===== src/rtl/seq_pkg.sv =====
package seq_pkg;

   typedef enum logic [1:0] {
      MODE_ONE    = 2'b00,
      MODE_REPEAT = 2'b01,
      MODE_SWEEP  = 2'b10,
      MODE_LOOP   = 2'b11
   } conv_mode_e;

   typedef struct packed {
      conv_mode_e mode;
      logic [1:0] order;
      logic       pin_eoc;
      logic [1:0] trig;
   } seq_cfg_t;

   typedef enum logic [1:0] {
      ST_IDLE    = 2'd0,
      ST_LAUNCH  = 2'd1,
      ST_CONVERT = 2'd2,
      ST_DRAIN   = 2'd3
   } seq_state_e;

   function automatic logic is_sweep(conv_mode_e m);
      return (m == MODE_SWEEP) || (m == MODE_LOOP);
   endfunction

endpackage


===== src/rtl/seq_order.sv =====
module seq_order #(
   parameter int NUM_CH = 8,
   parameter int IDX_W  = 3,
   localparam int CH_W  = $clog2(NUM_CH)
) (
   input  logic [1:0]       order,
   input  logic [IDX_W-1:0] idx,
   output logic [CH_W-1:0]  chan
);

   generate
      if (IDX_W != 3) begin : g_bad_idx
         $error("seq_order: sweep index must be 3 bits");
      end
      if (NUM_CH == 8) begin : g_oct
         always_comb begin
            unique case (order)
               2'b00:   chan = idx;
               2'b01:   chan = {idx[1:0], 1'b0};
               2'b10:   chan = {idx[2:1], 1'b0};
               default: chan = {1'b0, idx[0], 1'b0};
            endcase
         end
      end else if (NUM_CH == 4) begin : g_quad
         always_comb begin
            unique case (order)
               2'b10:   chan = idx[2:1];
               2'b11:   chan = {1'b0, idx[0]};
               default: chan = idx[1:0];
            endcase
         end
      end else begin : g_bad_ch
         $error("seq_order: NUM_CH must be 4 or 8");
      end
   endgenerate

endmodule


===== src/rtl/seq_fifo.sv =====
module seq_fifo #(
   parameter int DATA_W = 12,
   parameter int DEPTH  = 8,
   localparam int PTR_W = $clog2(DEPTH),
   localparam int LVL_W = $clog2(DEPTH + 1)
) (
   input  logic              clk,
   input  logic              rst_n,
   input  logic              flush,
   input  logic              push,
   input  logic [DATA_W-1:0] wdata,
   input  logic              pop,
   output logic [DATA_W-1:0] rdata,
   output logic              empty,
   output logic              accept,
   output logic [LVL_W-1:0]  level,
   output logic              ovf
);

   generate
      if ((1 << PTR_W) != DEPTH) begin : g_bad_depth
         $error("seq_fifo: DEPTH must be a power of two");
      end
   endgenerate

   logic [DATA_W-1:0] mem [DEPTH];
   logic [PTR_W-1:0]  wr_ptr, rd_ptr;
   logic              pop_eff;

   assign empty   = (level == '0);
   assign pop_eff = pop && !empty;
   assign accept  = push && ((level != LVL_W'(DEPTH)) || pop_eff);
   assign rdata   = mem[rd_ptr];

   always_ff @(posedge clk) begin
      if (accept && !flush) begin
         mem[wr_ptr] <= wdata;
      end
   end

   always_ff @(posedge clk or negedge rst_n) begin
      if (!rst_n) begin
         wr_ptr <= '0;
         rd_ptr <= '0;
         level  <= '0;
         ovf    <= 1'b0;
      end else if (flush) begin
         wr_ptr <= '0;
         rd_ptr <= '0;
         level  <= '0;
         ovf    <= 1'b0;
      end else begin
         if (accept) begin
            wr_ptr <= wr_ptr + PTR_W'(1);
         end
         if (pop_eff) begin
            rd_ptr <= rd_ptr + PTR_W'(1);
         end
         if (accept && !pop_eff) begin
            level <= level + LVL_W'(1);
         end else if (!accept && pop_eff) begin
            level <= level - LVL_W'(1);
         end
         if (push && !accept) begin
            ovf <= 1'b1;
         end
      end
   end

   assert_no_overflow_R9: assert property (@(posedge clk) disable iff (!rst_n)
      level <= LVL_W'(DEPTH));

   assert_drop_flags_R9: assert property (@(posedge clk) disable iff (!rst_n)
      (push && !pop && level == LVL_W'(DEPTH) && !flush) |=> (ovf && level == LVL_W'(DEPTH)));

   assert_ovf_sticky_R9: assert property (@(posedge clk) disable iff (!rst_n)
      (ovf && !flush) |=> ovf);

   assert_flush_clears_R10: assert property (@(posedge clk) disable iff (!rst_n)
      flush |=> (empty && !ovf));

endmodule


===== src/rtl/seq_pin.sv =====
module seq_pin (
   input  logic clk,
   input  logic rst_n,
   input  logic flush,
   input  logic use_eoc,
   input  logic in_conv,
   input  logic int_set,
   input  logic int_clr,
   output logic pin_n
);

   logic int_flag;

   always_ff @(posedge clk or negedge rst_n) begin
      if (!rst_n) begin
         int_flag <= 1'b0;
      end else if (flush) begin
         int_flag <= 1'b0;
      end else if (int_set) begin
         int_flag <= 1'b1;
      end else if (int_clr) begin
         int_flag <= 1'b0;
      end
   end

   assign pin_n = use_eoc ? !in_conv : !int_flag;

   assert_int_hold_R7: assert property (@(posedge clk) disable iff (!rst_n)
      (!use_eoc && !pin_n && !int_clr && !flush && $stable(use_eoc)) |=> !pin_n);

   assert_int_raise_R7: assert property (@(posedge clk) disable iff (!rst_n)
      (int_set && !flush && !use_eoc && $stable(use_eoc)) |=> !pin_n);

endmodule


===== src/rtl/chan_sweep_seq.sv =====
module chan_sweep_seq
   import seq_pkg::*;
#(
   parameter int NUM_CH     = 8,
   parameter int DATA_W     = 12,
   parameter int FIFO_DEPTH = 8,
   localparam int CH_W      = $clog2(NUM_CH),
   localparam int IDX_W     = $clog2(FIFO_DEPTH),
   localparam int LVL_W     = $clog2(FIFO_DEPTH + 1)
) (
   input  logic              clk,
   input  logic              rst_n,
   input  logic              cfg_wr,
   input  logic [1:0]        cfg_mode,
   input  logic [1:0]        cfg_order,
   input  logic              cfg_pin_eoc,
   input  logic [1:0]        cfg_trig,
   input  logic              conv_req,
   input  logic [CH_W-1:0]   conv_chan,
   input  logic              conv_done,
   input  logic [DATA_W-1:0] conv_result,
   input  logic              fifo_rd,
   output logic [CH_W-1:0]   chan_sel,
   output logic              conv_start,
   output logic              eoc_int_n,
   output logic [DATA_W-1:0] fifo_rdata,
   output logic              fifo_empty,
   output logic              fifo_ovf
);

   generate
      if (FIFO_DEPTH != 8) begin : g_bad_fifo
         $error("chan_sweep_seq: trigger encoding needs an 8-entry FIFO");
      end
      if (DATA_W < 1) begin : g_bad_data
         $error("chan_sweep_seq: DATA_W must be positive");
      end
   endgenerate

   seq_cfg_t          cfg_q;
   seq_state_e        st;
   logic [IDX_W-1:0]  idx;
   logic [IDX_W-1:0]  look_idx;
   logic [CH_W-1:0]   look_chan;
   logic [LVL_W-1:0]  sweep_len;
   logic [LVL_W-1:0]  lvl;
   logic [LVL_W-1:0]  lvl_after;
   logic              last_entry;
   logic              take_done;
   logic              push_ok;
   logic              pop_eff;
   logic              int_set;
   logic              in_conv;

   // Sweep length doubles as the interrupt level: 8, 6, 4, 2 entries.
   assign sweep_len  = LVL_W'(FIFO_DEPTH) - LVL_W'(cfg_q.trig) * LVL_W'(FIFO_DEPTH / 4);
   assign last_entry = ({1'b0, idx} == sweep_len - LVL_W'(1));
   assign take_done  = (st == ST_CONVERT) && conv_done && !cfg_wr;
   assign look_idx   = (st == ST_CONVERT) ? idx + IDX_W'(1) : '0;
   assign in_conv    = (st == ST_LAUNCH) || (st == ST_CONVERT);
   assign conv_start = (st == ST_LAUNCH);

   seq_order #(
      .NUM_CH (NUM_CH),
      .IDX_W  (IDX_W)
   ) i_order (
      .order (cfg_q.order),
      .idx   (look_idx),
      .chan  (look_chan)
   );

   always_ff @(posedge clk or negedge rst_n) begin
      if (!rst_n) begin
         cfg_q    <= '0;
         st       <= ST_IDLE;
         idx      <= '0;
         chan_sel <= '0;
      end else if (cfg_wr) begin
         cfg_q    <= '{mode: conv_mode_e'(cfg_mode), order: cfg_order,
                       pin_eoc: cfg_pin_eoc, trig: cfg_trig};
         st       <= ST_IDLE;
         idx      <= '0;
      end else begin
         unique case (st)
            ST_IDLE: begin
               if (conv_req) begin
                  idx      <= '0;
                  chan_sel <= is_sweep(cfg_q.mode) ? look_chan : conv_chan;
                  st       <= ST_LAUNCH;
               end
            end
            ST_LAUNCH: begin
               st <= ST_CONVERT;
            end
            ST_CONVERT: begin
               if (conv_done) begin
                  unique case (cfg_q.mode)
                     MODE_ONE:    st <= ST_IDLE;
                     MODE_REPEAT: st <= ST_LAUNCH;
                     default: begin
                        if (last_entry) begin
                           st <= (cfg_q.mode == MODE_LOOP) ? ST_DRAIN : ST_IDLE;
                        end else begin
                           idx      <= idx + IDX_W'(1);
                           chan_sel <= look_chan;
                           st       <= ST_LAUNCH;
                        end
                     end
                  endcase
               end
            end
            default: begin
               if (fifo_empty) begin
                  idx      <= '0;
                  chan_sel <= look_chan;
                  st       <= ST_LAUNCH;
               end
            end
         endcase
      end
   end

   seq_fifo #(
      .DATA_W (DATA_W),
      .DEPTH  (FIFO_DEPTH)
   ) i_fifo (
      .clk    (clk),
      .rst_n  (rst_n),
      .flush  (cfg_wr),
      .push   (take_done),
      .wdata  (conv_result),
      .pop    (fifo_rd),
      .rdata  (fifo_rdata),
      .empty  (fifo_empty),
      .accept (push_ok),
      .level  (lvl),
      .ovf    (fifo_ovf)
   );

   assign pop_eff   = fifo_rd && !fifo_empty;
   assign lvl_after = lvl + LVL_W'(1) - LVL_W'(pop_eff);
   assign int_set   = push_ok && (!is_sweep(cfg_q.mode) || (lvl_after == sweep_len));

   seq_pin i_pin (
      .clk     (clk),
      .rst_n   (rst_n),
      .flush   (cfg_wr),
      .use_eoc (cfg_q.pin_eoc),
      .in_conv (in_conv),
      .int_set (int_set),
      .int_clr (fifo_rd),
      .pin_n   (eoc_int_n)
   );

   assert_start_pulse_R2: assert property (@(posedge clk) disable iff (!rst_n)
      conv_start |=> !conv_start);

   assert_single_idle_R2: assert property (@(posedge clk) disable iff (!rst_n)
      (take_done && cfg_q.mode == MODE_ONE) |=> (st == ST_IDLE));

   assert_repeat_chan_R3: assert property (@(posedge clk) disable iff (!rst_n)
      (st != ST_IDLE && cfg_q.mode == MODE_REPEAT && !cfg_wr) |=> $stable(chan_sel));

   assert_drain_wait_R6: assert property (@(posedge clk) disable iff (!rst_n)
      (st == ST_DRAIN && !fifo_empty && !cfg_wr) |=> !conv_start);

   assert_eoc_busy_R8: assert property (@(posedge clk) disable iff (!rst_n)
      (cfg_q.pin_eoc && conv_start) |-> !eoc_int_n);

   assert_cfg_abort_R10: assert property (@(posedge clk) disable iff (!rst_n)
      cfg_wr |=> (st == ST_IDLE && fifo_empty && !fifo_ovf));

   assert_busy_req_R11: assert property (@(posedge clk) disable iff (!rst_n)
      (st == ST_CONVERT && !conv_done && !cfg_wr) |=> (st == ST_CONVERT));

endmodule


===== config.mk =====
export PLATFORM = sky130hd
export DESIGN_NAME = chan_sweep_seq
export DESIGN_NICKNAME = d
export VERILOG_FILES = /design/src/rtl/seq_pkg.sv /design/src/rtl/seq_order.sv /design/src/rtl/seq_fifo.sv /design/src/rtl/seq_pin.sv /design/src/rtl/chan_sweep_seq.sv
export SDC_FILE = /design/constraint.sdc
export NUM_CORES = 1
export LEC_CHECK = 0
export BUFFER_PORTS_ARGS = -buffer_cell sky130_fd_sc_hd__buf_4
export CELL_PAD_IN_SITES_DETAIL_PLACEMENT = 1
export CELL_PAD_IN_SITES_GLOBAL_PLACEMENT = 1
export CORE_ASPECT_RATIO = 0.7
export CORE_MARGIN = 3
export CORE_UTILIZATION = 40
export CTS_CLUSTER_DIAMETER = 120
export DETAILED_ROUTE_END_ITERATION = 16
export PLACE_DENSITY_LB_ADDON = 0.1
export SLEW_MARGIN = 15
export SYNTH_ARGS = -nofsm -noshare
export SYNTH_HDL_FRONTEND = slang
export SYNTH_SLANG_ARGS = --single-unit
export TNS_END_PERCENT = 10

===== constraint.sdc =====
create_clock -name clk -period 5.2 [get_ports clk]
set_input_delay 1.04 -clock clk [delete_from_list [all_inputs] [get_ports clk]]
set_output_delay 1.04 -clock clk [all_outputs]
set_load 0.01 [all_outputs]

==> results.py, run 1 <==
metrics = {
    "power_and_ir_drop": {
        "vdd_drop_max_uv": 270,
        "leakagePower_uw": 0.00240,
        "p_per_area_nw_per_um2": 437,
        "power_uw": 2960,
    },
    "placement": {
        "io_buffers": 46,
        "place_hpwl_mm": 7.81,
        "place_congestion": 0.791,
    },
    "min_path": {
        "min-delay-start": "chan_sel[2]",
        "hp-class": "reg2reg",
    },
    "cts": {
        "postCtsSetupBuffers": 0,
        "hold_buffers": 0,
        "numClockSinks": 123,
        "clkSlewWorstSetupHoldPaths_ps": 60,
        "clk_latency_ps": 410,
        "cts-resized-gates": 0,
        "cts_buffers": 17,
        "cts_max_path_buffers": 2,
        "htree_levels": 4,
        "cts_tree": "built",
        "root_buffer": "clkbuf_16",
    },
    "timing": {
        "tns_ps": 0,
        "fmax_ghz": 0.282,
        "hold_viol_final": 0,
        "finalCriticalPeriod_ps": 3550,
        "tightest_slew_ps": 1120,
        "finalSetupViolCount": 0,
        "slew_headroom": 0.248,
        "finalCritPeriodShare": 0.683,
        "skew_ps": 12.8,
        "rsz0062_at_grt": "no",
        "slew_violations": 0,
    },
    "global_route": {
        "top_usage_layer": "met1",
        "grt_pass1_wl_mm": 19.5,
        "gr-total-overflow": 0,
        "gr-usage-met3": 0.0507,
        "grt_util_met1": 0.258,
        "use_met2": 0.232,
        "grt.total_usage": 0.168,
        "grt_max_degree": 30,
        "antenna_found_initial": 0,
        "grt_pass1_vias": 3342,
    },
    "layout": {
        "regArea_um2": 3560,
        "multi_input_area_um2": 1900,
        "drive_above_1_share": 0.326,
        "syn2layout_area_growth_pct": 21.4,
        "final_nets": 459,
        "final_common_cell": "edfxtp_1",
        "final_cell_mix": "edfxtp_1 (96), buf_4 (52), dfrtp_1 (27)",
        "final_util": 0.504,
        "fill_cells": 1333,
        "n_antenna_cell": 0,
    },
    "route": {
        "detail_route.first_pass.iterations": 4,
        "dr_total_vias": 3247,
        "drtAntennaViolNets": 0,
        "drc": 0,
        "wl_per_cell_um": 19.7,
        "drtIter0Drc": 238,
        "avgViaCountPerCell": 5.25,
        "finalWirelength_mm": 12.2,
    },
    "yosys": {
        "synth_area_um2": 5570,
        "ys.flop_type": "edfxtp_1",
        "yosys_register_bits": 123,
        "synth_cell_type_count": 49,
        "synth_top_cell_area_share": 0.518,
        "ys_seq_area_frac": 0.639,
        "synth_largest_area_cell": "edfxtp_1",
        "syn_avg_cell_area_um2": 15.3,
        "syn_inst": 365,
        "yosysWarnings": 0,
        "syn-num-nets": 404,
        "synth_edf_count": 96,
        "synthTopCellsByArea": "edfxtp_1 (52%), dfrtp_1 (12%), mux4_2 (9.7%)",
        "async_reset_ff_frac": 0.220,
    },
    "floorplanning": {
        "placementRows": 35,
        "initial_utilization": 0.416,
        "fp.dieW_um": 147,
        "io_pins": 47,
        "die_h_um": 105,
        "core_area_um2": 13400,
        "die-area_um2": 15400,
    },
    "worst_setup_path": {
        "path_class": "reg2out",
        "critPathRequiredTime_ps": 4160,
        "rr_startpoint": "st[0]",
        "worst_setup_path_end_kind": "primary output",
        "worstPathArrival_ps": 2510,
        "crit_path_start": "i_fifo.rd_ptr[1]",
        "startpoint_type": "register",
        "cp_max_fo": 21,
    },
    "flow_run": {
        "drv_cap": 0,
    },
    "status": {
        "status": "complete, no violations",
    },
}
path summary, 6_finish.rpt:
path	end	cells after the start	slack (ps)
setup / recovery	fifo_rdata[4]	4	1650
min in group asynchronous	chan_sel[1]	1	540
setup reg to reg	i_fifo.mem[5][11]	6	1700
max in group asynchronous	i_fifo.wr_ptr[1]	1	4370
hold / removal	chan_sel[2]	1	510
hold reg to reg	chan_sel[2]	1	510
cell usage after synthesis (all sizes together) (2+ instances only):
cell     instances
nand3b           3
nand3            8
nand2           26
a2111oi          3
o31ai            5
o32ai            2
mux4            24
nor2            20
mux2i            7
o21ai           13
nand4            2
nor2b            6
o22ai            2
nor3            12
buf              8
nand2b           5
inv             15
ha              11
edfxtp          96
a221oi           3
dfrtp           27
xnor2            9
clkbuf           8
mux2            20
a21oi            4
nor3b            2
nor4             2
xor2             4
a21boi           2
a31oi            5
state kept, by name, summed over array words and instances, names as in the netlist:
name	cells
i_fifo.mem	96
i_fifo.rd_ptr	3
chan_sel	3
i_fifo.wr_ptr	3
i_fifo.level	4
cfg_q	7
i_fifo.ovf	1
idx	3
i_pin.int_flag	1
st	2
logic make-up (layout without fill, tap and decap cells):
family,count (synthesis),count (layout),synth area share
flops,123,123,0.639
simple gates,92,92,0.0834
mux,51,51,0.150
compound gates,43,43,0.0555
buf+inv,32,100,0.0256
xor+xnor,13,13,0.0218
fa+ha+maj,11,11,0.0247
worst max-delay path, cell delays in order, from the launching register on:
cell and delay (ps):
dfrtp_1 1030, buf_4 310, mux4_2 310, mux2_2 290, buf_4 140
cell type report:
cell class                      instances  share of cell area
Multi-Input combinational cell        210               0.281
Clock buffer                           19              0.0640
Clock inverter                         13              0.0281
Tap cell                              185              0.0342
Inverter                               16             0.00888
Sequential cell                       123               0.526
Timing Repair Buffer                   52              0.0577
stage by stage:
stage / setup slack [ps] / cell area [µm²] / hold WS, ps / std cells
floorplan: 1840 / 5570 / 494 / 365
global placement: 1810 / 6130 / 494 / 586
detailed placement: 1710 / 6130 / 498 / 586
CTS: 1600 / 6760 / 514 / 618
global route: 1360 / 6760 / 535 / 618
finish: 1650 / 6760 / 509 / 618
routing by layer:
layer / up-vias / wire length [µm]
li1: 1524 / -
met1: 1655 / 6340
met2: 59 / 5230
met3: 9 / 476
met4: 0 / 109
met5: - / 0
where the power goes:
group / total [µW] / leakage (µW) / internal [µW] / switching [µW]
sequential: 1150 / 0.00122 / 1090 / 58.4
combinational: 558 / 0.000879 / 284 / 275
clock: 1250 / 0.000302 / 806 / 440
No activity file was read; power rests on OpenSTA's default activity.
==> inputs of run 2 (changes only) <==
==> constraint.sdc (replaced) <==
create_clock -name clk -period 3.51 [get_ports clk]
set_input_delay 0.702 -clock clk [delete_from_list [all_inputs] [get_ports clk]]
set_output_delay 0.702 -clock clk [all_outputs]
set_load 0.01 [all_outputs]
==> results.py, run 2 (synthesis results as in run 1) <==
metrics = {
    "status": {
        "status": "complete, no violations",
    },
    "timing": {
        "tightest_slew_ps": 814,
        "slew_violations": 0,
        "finalCriticalPeriod_ps": 2840,
        "tns_ps": 0,
        "rsz0062_at_grt": "no",
        "slew_headroom": 0.458,
        "holdWs_ps": 213,
        "finalSetupViolCount": 0,
        "finalCritPeriodShare": 0.809,
        "fmax_ghz": 0.352,
        "skew_ps": 9.00,
        "hold_viol_final": 0,
    },
    "route": {
        "detail_route.first_pass.iterations": 5,
        "drtAntennaViolNets": 0,
        "dr_total_vias": 3374,
        "wl_per_cell_um": 20.4,
        "drc": 0,
        "avgViaCountPerCell": 5.37,
        "finalWirelength_mm": 12.8,
        "drtIter0Drc": 187,
    },
    "floorplanning": {
        "die-area_um2": 15400,
        "initial_utilization": 0.416,
        "io_pins": 47,
        "core_area_um2": 13400,
        "die_h_um": 105,
        "placementRows": 35,
        "fp.dieW_um": 147,
    },
    "layout": {
        "final_nets": 469,
        "top_regs": "i_fifo.mem x96, cfg_q x7, i_fifo.level x4",
        "final_cell_area_um2": 6860,
        "final_common_cell": "edfxtp_1",
        "largest_reg_flops": 96,
        "n_antenna_cell": 0,
        "top_register": "i_fifo.mem",
        "final_cell_mix": "edfxtp_1 (96), buf_4 (61), dfrtp_1 (27)",
        "drive_above_1_share": 0.341,
        "syn2layout_area_growth_pct": 23.2,
    },
    "worst_setup_path": {
        "startpoint_type": "register",
        "path_class": "reg2out",
        "max_stage_delay_ps": 700,
        "worstPathArrival_ps": 2140,
        "cpLargestDelayFamily": "flip-flops",
        "critPathRequiredTime_ps": 2810,
        "cp_max_fo": 16,
        "reg2reg_slack_ps": 680,
        "r2r-end": "i_pin.int_flag",
        "rr_startpoint": "i_fifo.level[0]",
        "r2r_cells": 11,
        "slowest_stage": "dfrtp_1",
        "worst_setup_path_end_kind": "primary output",
        "worst-path-buf-inv": 2,
        "path_cells": "buf_12, mux4_2, mux2_2, buf_4",
    },
    "global_route": {
        "grt_pass1_wl_mm": 20.6,
        "grt_pass1_vias": 3550,
        "antenna_found_initial": 0,
        "gr-total-overflow": 0,
        "grt.total_usage": 0.177,
        "grt_max_degree": 30,
    },
    "min_path": {
        "hp-class": "in2async",
    },
    "cts": {
        "cts_tree": "built",
        "root_buffer": "clkbuf_16",
        "cts-resized-gates": 0,
        "numClockSinks": 123,
        "htree_levels": 4,
        "clk_latency_ps": 410,
        "cts_max_path_buffers": 2,
        "postCtsSetupBuffers": 0,
        "hold_buffers": 0,
        "cts_buffers": 17,
        "clkSlewWorstSetupHoldPaths_ps": 60,
    },
    "power_and_ir_drop": {
        "power_uw": 4440,
        "leakagePower_uw": 0.00246,
        "intPower_uw": 3260,
        "p_seq_frac": 0.381,
        "vdd_drop_max_uv": 361,
        "p_comb_frac": 0.193,
        "switchingPower_uw": 1180,
        "clock_power_share": 0.426,
        "swShare": 0.266,
        "p_per_area_nw_per_um2": 647,
    },
    "placement": {
        "place_congestion": 0.741,
        "place_hpwl_mm": 8.34,
        "placed_area_um2": 6220,
        "io_buffers": 46,
    },
    "flow_run": {
        "drv_cap": 0,
    },
}
-- run 2: cell types whose count changed in the layout (fill, tap and decap cells not counted) --
cell        delta
buf_12         +1
buf_4          +9
clkbuf_1       -1
clkinv_2       -2
clkinv_4       -2
clkinvlp_4     +1
inv_6          +2
inv_8          +2
nor2_1         +1
nor2_2         -1
-- run 2: per-stage QoR --
stage	worst slack (ps)	cells	util
finish	671	628	0.512
CTS	601	628	0.512
floorplan	484	365	-
global route	407	628	0.512
detailed placement	720	596	0.464
global placement	818	596	0.464
-- run 2: power groups by stage --
stage | clock network, µW | logic (µW) | registers [µW]
3_5_place_dp | 0 | 864 | 1720
5_1_grt | 2000 | 947 | 1700
4_1_cts | 1930 | 871 | 1690
2_1_floorplan | 0 | 596 | 1690
3_3_place_gp | 0 | 850 | 1720
6_report | 1890 | 858 | 1690
-- run 2: cell type report --
class                      count  area (µm²)
tap                          185         231
timing repair buffer          62         478
clock buffer                  18         429
sequential                   123        3560
multi-input combinational    210        1890
clock inverter                14         210
inverter                      16        60.1
fill                        1334        6540
-- run 2: worst max path at each step --
stage | end | start | slack (ps) | depth (start not counted)
after CTS | fifo_rdata[10] | i_fifo.rd_ptr[1] | 600 | 4
final | fifo_rdata[10] | i_fifo.rd_ptr[1] | 670 | 4
after global placement | i_fifo.mem[0][7] | fifo_rd | 820 | 6
after detailed placement | i_pin.int_flag | i_fifo.level[0] | 720 | 11
after global routing | i_pin.int_flag | i_fifo.level[0] | 410 | 11
after floorplan | i_fifo.mem[0][0] | fifo_rd | 480 | 5
-- run 2: metal layers --
layer | up-vias | wire [µm] | global-route usage
li1 | 1541 | - | -
met1 | 1760 | 6580 | 0.274
met2 | 64 | 5610 | 0.249
met3 | 9 | 514 | 0.0429
met4 | 0 | 114 | 0.0459
met5 | - | 0 | 0
